**src/rtl/segxl_pkg.sv**
```systemverilog
`timescale 1ns/1ps
package segxl_pkg;
  localparam int SEG_W  = 7;
  localparam int OFF_W  = 16;
  localparam int BLK_W  = 8;
  localparam int BASE_W = 16;
  localparam int NSEG   = 64;
  localparam int SEL_W  = $clog2(NSEG);
  localparam int LEN_W  = OFF_W - BLK_W;
  localparam int PA_W   = BASE_W + BLK_W;

  typedef struct packed {
    logic [BASE_W-1:0] base;
    logic [LEN_W-1:0]  len;
    logic              wprot;
    logic              nodma;
    logic              sysonly;
  } seg_desc_t;
endpackage

```
**src/rtl/seg_desc_table.sv**
```systemverilog
`timescale 1ns/1ps
module seg_desc_table
  import segxl_pkg::*;
(
  input  logic             clk,
  input  logic             rst_ns,
  input  logic             wr_en,
  input  logic [SEL_W-1:0] wr_sel,
  input  seg_desc_t        wr_desc,
  input  logic [SEL_W-1:0] rd_sel,
  output seg_desc_t        rd_desc
);
  seg_desc_t ent_q [NSEG];

  for (genvar g = 0; g < NSEG; g++) begin : g_ent
    logic      ld;
    seg_desc_t ent_d;
    always_comb begin
      ld    = wr_en && (wr_sel == SEL_W'(g));
      ent_d = ld ? wr_desc : ent_q[g];
    end
    always_ff @(posedge clk or negedge rst_ns) begin
      if (!rst_ns) ent_q[g] <= '0;
      else         ent_q[g] <= ent_d;
    end
  end

  assign rd_desc = ent_q[rd_sel];

  // a write is stored and visible on the next cycle
  assert_write_lands_R10: assert property (@(posedge clk) disable iff (!rst_ns)
    wr_en |=> ent_q[$past(wr_sel)] == $past(wr_desc));
endmodule

```
**src/rtl/seg_addr_calc.sv**
```systemverilog
`timescale 1ns/1ps
module seg_addr_calc
  import segxl_pkg::*;
(
  input  logic [BASE_W-1:0] base,
  input  logic [OFF_W-1:0]  off,
  output logic [PA_W-1:0]   paddr
);
  logic [PA_W-1:0] base_sh;
  logic [PA_W-1:0] off_ext;
  always_comb begin
    base_sh = {base, {BLK_W{1'b0}}};
    off_ext = PA_W'(off);
    paddr   = base_sh + off_ext;
  end

  // block-aligned base leaves the low byte untouched
  always_comb begin
    assert_low_byte_R1: assert (paddr[BLK_W-1:0] == off[BLK_W-1:0]);
  end
endmodule

```
**src/rtl/seg_prot_check.sv**
```systemverilog
`timescale 1ns/1ps
module seg_prot_check
  import segxl_pkg::*;
(
  input  logic [SEG_W-1:0] seg,
  input  logic [LEN_W-1:0] off_blk,
  input  seg_desc_t        desc,
  input  logic             is_write,
  input  logic             is_dma,
  input  logic             is_sys,
  output logic             viol
);
  logic bad_seg, bad_len, bad_wr, bad_dma, bad_mode;
  always_comb begin
    bad_seg  = (seg >= SEG_W'(NSEG));
    bad_len  = (off_blk > desc.len);
    bad_wr   = desc.wprot   && is_write;
    bad_dma  = desc.nodma   && is_dma;
    bad_mode = desc.sysonly && !is_sys;
    viol     = bad_seg | bad_len | bad_wr | bad_dma | bad_mode;
  end
endmodule

```
**src/rtl/seg_xlate_unit.sv**
```systemverilog
`timescale 1ns/1ps
module seg_xlate_unit
  import segxl_pkg::*;
(
  input  logic        clk,
  input  logic        rst_n,
  input  logic        cfg_we,
  input  logic [5:0]  cfg_sel,
  input  logic [15:0] cfg_base,
  input  logic [7:0]  cfg_len,
  input  logic        cfg_wprot,
  input  logic        cfg_nodma,
  input  logic        cfg_sysonly,
  input  logic        req_valid,
  input  logic [6:0]  req_seg,
  input  logic [15:0] req_off,
  input  logic        req_write,
  input  logic        req_dma,
  input  logic        req_sys,
  output logic        rsp_valid,
  output logic        rsp_fwd,
  output logic [23:0] rsp_addr,
  output logic        seg_trap
);
  // reset: asynchronous assert, synchronous release
  logic [1:0] rs_q;
  logic       rst_ns;
  always_ff @(posedge clk or negedge rst_n) begin
    if (!rst_n) rs_q <= '0;
    else        rs_q <= {rs_q[0], 1'b1};
  end
  assign rst_ns = rs_q[1];

  seg_desc_t wr_desc, cur_desc;
  assign wr_desc = '{base: cfg_base, len: cfg_len, wprot: cfg_wprot,
                     nodma: cfg_nodma, sysonly: cfg_sysonly};

  seg_desc_table u_tab (
    .clk(clk), .rst_ns(rst_ns), .wr_en(cfg_we), .wr_sel(cfg_sel),
    .wr_desc(wr_desc), .rd_sel(req_seg[SEL_W-1:0]), .rd_desc(cur_desc));

  logic [PA_W-1:0] pa;
  seg_addr_calc u_add (.base(cur_desc.base), .off(req_off), .paddr(pa));

  logic viol;
  seg_prot_check u_chk (
    .seg(req_seg), .off_blk(req_off[OFF_W-1:BLK_W]), .desc(cur_desc),
    .is_write(req_write), .is_dma(req_dma), .is_sys(req_sys), .viol(viol));

  // next state
  logic            vld_d, fwd_d, trap_d;
  logic [PA_W-1:0] addr_d;
  always_comb begin
    vld_d  = req_valid;
    trap_d = req_valid && viol;
    fwd_d  = req_valid && !viol;
    addr_d = fwd_d ? pa : '0;
  end

  // registers
  always_ff @(posedge clk or negedge rst_ns) begin
    if (!rst_ns) begin
      rsp_valid <= 1'b0;
      rsp_fwd   <= 1'b0;
      seg_trap  <= 1'b0;
      rsp_addr  <= '0;
    end else begin
      rsp_valid <= vld_d;
      rsp_fwd   <= fwd_d;
      seg_trap  <= trap_d;
      rsp_addr  <= addr_d;
    end
  end

  assert_resp_follows_req_R2: assert property (@(posedge clk) disable iff (!rst_ns)
    req_valid |=> rsp_valid);
  assert_idle_quiet_R11: assert property (@(posedge clk) disable iff (!rst_ns)
    !req_valid |=> !rsp_valid && !rsp_fwd && !seg_trap);
  assert_trap_has_valid_R8: assert property (@(posedge clk) disable iff (!rst_ns)
    seg_trap |-> rsp_valid && !rsp_fwd && rsp_addr == '0);
  assert_bad_seg_traps_R7: assert property (@(posedge clk) disable iff (!rst_ns)
    (req_valid && req_seg >= 7'd64) |=> seg_trap);
  assert_fwd_excl_R8: assert property (@(posedge clk) disable iff (!rst_ns)
    rsp_valid |-> $countones({rsp_fwd, seg_trap}) == 1);
endmodule

```
**config.mk**
```make
export PLATFORM = sky130hd
export DESIGN_NAME = seg_xlate_unit
export DESIGN_NICKNAME = d
export VERILOG_FILES = /design/src/rtl/segxl_pkg.sv /design/src/rtl/seg_desc_table.sv /design/src/rtl/seg_addr_calc.sv /design/src/rtl/seg_prot_check.sv /design/src/rtl/seg_xlate_unit.sv
export SDC_FILE = /design/constraint.sdc
export NUM_CORES = 2
export LEC_CHECK = 0
export BUFFER_PORTS_ARGS = -buffer_cell sky130_fd_sc_hd__buf_2
export CORE_MARGIN = 5
export CORE_UTILIZATION = 26
export DETAILED_ROUTE_END_ITERATION = 8
export MAX_ROUTING_LAYER = met4
export SLEW_MARGIN = 25
export SYNTH_ARGS = -nofsm -noshare
export SYNTH_HDL_FRONTEND = slang
export SYNTH_SLANG_ARGS = --single-unit
```
**constraint.sdc**
```tcl
create_clock -name clk -period 56.2 [get_ports clk]
set_input_delay 11.24 -clock clk [delete_from_list [all_inputs] [get_ports clk]]
set_output_delay 11.24 -clock clk [all_outputs]
set_load 0.005 [all_outputs]
```
* Yosys cells after proc, flatten, opt, wreduce, memory -nomap -nowiden
Index checks and enable logic that the tools add are counted. Widths: inputs -> output; s select.
Cells by class: order comparisons 3, bitwise operators 5, eq/ne operators 63, reductions and logical operators 72, muxes and demuxes 4, $add $sub $neg 1
Operator list (count):
- $eq 6x6->1 const B | 32
- $bmux 27 s6 | 1
- $eq 6x5->1 const B | 16
- $logic_and 1x1->1 | 69
- $mux 27 | 2
- $eq 6x4->1 const B | 8
- $add 24x16->24 | 1
- $eq 6x3->1 const B | 4
- $mux 24 | 1
- $ge 7x7->1 const B | 2
- $eq 6x2->1 const B | 2
- $gt 8x8->1 | 1
- $not 6->7 | 1
- $eq 6x1->1 const B | 1
- $logic_not 6->1 | 1
- $or 1x1->1 | 4
- $logic_not 1->1 | 2
Storage, ports and cells: logic and storage cells 473, output and inout port bits 27, register bits 1757

* Longest topological paths before layout
depth after elaboration 12, gate-level depth with buffers 21, mapped depth without buffers 14

* Modules after synthesis
From an unflattened synthesis, not the netlist that was laid out.
Unflattened totals: cell total of the unflattened synthesis 5266, area total of the unflattened synthesis 80557.3 um^2
By module, submodules not included:
- seg_desc_table | area each 78784.3 um^2, sequential area each 43241.5 um^2, times used 1, cells each 5103
- seg_xlate_unit | area each 984.7 um^2, sequential area each 725.7 um^2, times used 1, cells each 60
- seg_addr_calc | area each 550.5 um^2, sequential area each 0.0 um^2, times used 1, cells each 70
- seg_prot_check | area each 237.7 um^2, sequential area each 0.0 um^2, times used 1, cells each 33

* Worst setup path before layout
Ideal clock, no wire load.
path type input-to-reg, from in req_seg[0], to reg rsp_addr[22], stages on the path 19, arrival 15.712 ns, required time 56.068 ns, path slack 40.356 ns, buffers on the path 6, cells stage by stage buf_2 -> buf_6 -> buf_6 -> buf_6 -> buf_6 -> buf_2 -> mux4_2 -> mux4_2 -> mux4_2 -> ha_1 -> fa_1 -> a21o_1 -> a21oi_1 -> o21ai_0 -> o41a_1 -> nor3b_1 -> nand4_1 -> xor2_1 -> nor2_1
Between the ends: longest elaborated chain between the ends 12, elaborated cells between the ends (all ways) 17, classes of those cells add/sub (1); order compare (2); mux (4); bitwise (5); reduce/logical (5)
RTL lines:
- start: declaration | line seg_xlate_unit.sv:15 | input logic [6:0] req_seg,
- $not 6->7 (implied by the code) | line seg_desc_table.sv:28 | assign rd_desc = ent_q[rd_sel];
- $bmux 27 s6 | line seg_desc_table.sv:28
- $mux 27 (implied by the code) (2 in a row) | line seg_desc_table.sv:28
- $gt 8x8->1 | line seg_prot_check.sv:16 | bad_len = (off_blk > desc.len);
- $or 1x1->1 (4 in a row) | line seg_prot_check.sv:20 | viol = bad_seg | bad_len | bad_wr | bad_dma | bad_mode;
- $logic_not 1->1 | line seg_xlate_unit.sv:56 | fwd_d = req_valid && !viol;
- $logic_and 1x1->1 | line seg_xlate_unit.sv:56
- $mux 24 * | line seg_xlate_unit.sv:57 | addr_d = fwd_d ? pa : '0;
- via addr_d[22] | line seg_xlate_unit.sv:52 | logic [PA_W-1:0] addr_d;
- end signal: assignment | line seg_xlate_unit.sv:71 | rsp_addr <= addr_d;
- end: declaration | line seg_xlate_unit.sv:22 | output logic [23:0] rsp_addr,
The timed path passes the listed nets; every way through them passes the cells marked *. The select of a mux whose other input is x is not followed. A chain may end at the register's enable or synchronous reset.

* Worst setup path in the final report
from in req_seg[1], to reg rsp_addr[22]
The elaborated chain is that of the path after synthesis.

==> run metrics <==
Syn Inst Count=roughly 4,900; Post-Route WL=approximately 240,000 um; CTS sink count=1,757; R2R cell count=13; leading cell type in the layout, fill and taps excluded=dfrtp_1; CTS root buf=clkbuf_16; unrepaired setup endpoints after global routing=no; die footprint=about 320,000 um^2; commonest cells after routing, fill and taps aside=dfrtp_1, mux2_2, mux4_2; htree depth=4; Post-synth top flop=dfrtp_1; Post-DRT Antenna Nets=0; number of flops mapped to enable cells by yosys=0; synthesis warning total=0; Cells after DPL=roughly 9,000; Final nets=approximately 4,900; skew final=41.4 ps; Crit path required time=roughly 57,000 ps; Die Wd=approximately 560 um; fin crit share=between 30% and 40%; Clock Path Buffers=3; hold endpoint=rs_q[1]$_DFF_PN0_; Worst EP arrival=18,390 ps; synth top area cells=dfrtp_1, mux2_2, mux4_2; final setup TNS=0 ps; initial antenna violation count=33; Startpoint Class=input pin; initial DRC count=3,652; # port buffers=89; HPWL after DPL=about 140,000 um; Via Count=45,300; # Post-CTS Setup Buffers=0; non-filler cells, final=just over 9,000; worst r2r src=u_tab.ent_q[766]$_DFFE_PN0P_; # resized after CTS=0; Crit. End Element=register; Peak VDD IR=roughly 0.034 mV; post-route DRC violation count=0; IO Count=90; area share of the largest cell type after synthesis=55.2%; final hold violations=0; syn avg cell area=16.2 um^2; R2R setup slack=between 50,000 and 60,000 ps; Hold-fix buffers, CTS=0; Final Slew Violations=0; hold crit path type=register to register; area growth from synthesis to layout=14.3%; Total GRT Usage=~16%; synthesized net count=roughly 5,000; Clock Latency Late Sink=about 820 ps; largest area contributor in the netlist=dfrtp_1; slowest CP cell=buf_4; gpl congestion=between 0.8 and 0.9; hold depth=0; Post-synth ARST share=100%; min Tclk post-route=about 18,000 ps; pwr/cell area=35.1 nW/um^2; crit-path most repeated cell=buf_4; drt first pass iters=5; Worst-path clk slew=60 ps; Max Clk Rate=approximately 56 MHz; maximum fanout along the worst path=94; Final setup viols=0; drt via density=between 4 and 5; synth unique cells=61; Seq/Total Area, Yosys=a little under three fifths; CP Class=input pin to register; Initial Util=approximately a quarter; vias in the first global route=slightly below 50,000; CP cell instances=buf_8, buf_4, buf_4, buf_4, buf_4, mux4_2, mux4_2, mux4_2, ha_1, fa_1, a21o_1, a21oi_1, o21ai_0, o41a_1, nor3b_1, nand4_1, xor2_1, nor2_1; cell area after synthesis=around 80,000 um^2; Leakage Power=41.2 nW; Num CTS Buffers=around 190; Hold Startpoint=rs_q[0]$_DFF_PN0_; CTS tree=yes; slew margin rel.=a little under a third; MaxCap Viol Count=0; reg-to-reg endpoint=rsp_addr[7]$_DFF_PN0_; Placeable Area=~310,000 um^2; total grt overflow=0; Die Y=563 um; WL/cell=approximately 26 um; share of cells above drive strength 1=56.6%; first-pass GRT wire length=around 350,000 um; row count=about 200; status=finished, final reports clean; Critical Path Max Stage Delay=between 700 and 800 ps; Fill cells=about 30,000; largest net degree at the start of global routing=180; #FFs+latches synth=between 1,500 and 2,000; Worst-Margin Slew=1040 ps
-- critical path, delay by kind of cell --
| family | cells | cell delay (ps) |
|---|---|---|
| xor+xnor | 1 | 160 |
| mux | 3 | 1410 |
| simple gates | 3 | 370 |
| buf+inv | 5 | 3290 |
| compound gates | 4 | 1020 |
| fa+ha+maj | 2 | 710 |
-- registers in the layout, indices dropped and copies added, names as in the netlist --
signal and flops:
rsp_valid 1, rsp_addr 24, u_tab.ent_q 1728, seg_trap 1, rsp_fwd 1, rs_q 2
-- synth_stat cells, drive strengths merged (5+ instances only) --
cell / count
dfrtp: 1757
mux2: 1746
mux4: 502
clkbuf: 358
buf: 112
nand2: 82
nor2: 61
a22oi: 30
mux2i: 27
a21oi: 21
inv: 20
nand3: 19
ha: 16
o21ai: 16
and2: 14
nor3: 14
a211oi: 10
nand2b: 10
nand4: 9
nor2b: 9
o22ai: 9
or2: 7
xor2: 7
a31oi: 5
xnor2: 5
-- layout make-up --
type / instances / area (um^2) / share of cell area, %
clock buffer: 299 / 5830 / 6.40
inverter: 21 / 78.8 / 0.0866
clock inverter: 39 / 509 / 0.559
antenna: 17 / 42.5 / 0.0467
multi-input combinational: 2674 / 33900 / 37.3
sequential: 1757 / 44000 / 48.3
tap: 4100 / 5130 / 5.63
timing repair buffer: 208 / 1560 / 1.71
-- metrics by stage --
step / hold slack (ps) / total power [W] / utilization [%] / setup slack [ps] / cell area (um^2)
after detailed placement: 343 / 0.00195 / 27.7 / 37680 / 84600
after floorplan: 331 / 0.00184 / - / 3600 / 79600
after CTS: 354 / 0.00323 / 29.8 / 38560 / 90900
after global placement: 339 / 0.00193 / 27.7 / 37720 / 84500
final: 352 / 0.00320 / 29.8 / 38480 / 91100
after global routing: 356 / 0.00332 / 29.8 / 38290 / 91100
-- kinds of logic after synthesis --
group	after synthesis	share of synthesized area, %
multiplexers	2275	39.2
flip-flops	1757	55.2
buffers and inverters	491	2.62
AND/OR/NAND/NOR	241	1.42
AO/OA/AOI/OAI	128	1.12
adder cells (fa/ha/maj)	17	0.277
XOR/XNOR	12	0.132
other	1	0.00471
-- power breakdown --
group	switching [W]	total (W)	internal, W
clock network	0.000521	0.00127	0.000746
logic	0.000182	0.000417	0.000235
registers	0.0000838	0.00152	0.00143
-- layer usage --
| layer | routed length [um] | vias to the layer above | part of all wire, % | track usage (%) |
|---|---|---|---|---|
| li1 | - | 18300 | - | - |
| met1 | 105000 | 25300 | 43 | 20.5 |
| met2 | 115000 | 1301 | 47 | 24.3 |
| met3 | 12800 | 418 | 5.3 | 2.38 |
| met4 | 9410 | 0 | 3.9 | 5.49 |
| met5 | 0 | - | 0 | - |
-- worst max path at each step --
stage / startpoint / to / slack (ps) / cells after the start
2_1_floorplan: rs_q[1]$_DFF_PN0_ / rsp_addr[0]$_DFF_PN0_ / 3600 / 0
3_3_place_gp: req_seg[1] / rsp_addr[22]$_DFF_PN0_ / 37720 / 18
3_5_place_dp: req_seg[1] / rsp_addr[22]$_DFF_PN0_ / 37680 / 18
4_1_cts: req_seg[1] / rsp_addr[22]$_DFF_PN0_ / 38560 / 18
5_1_grt: req_seg[0] / rsp_addr[4]$_DFF_PN0_ / 38290 / 16
6_report: req_seg[1] / rsp_addr[22]$_DFF_PN0_ / 38480 / 18
(Power assumes the default switching activity.)
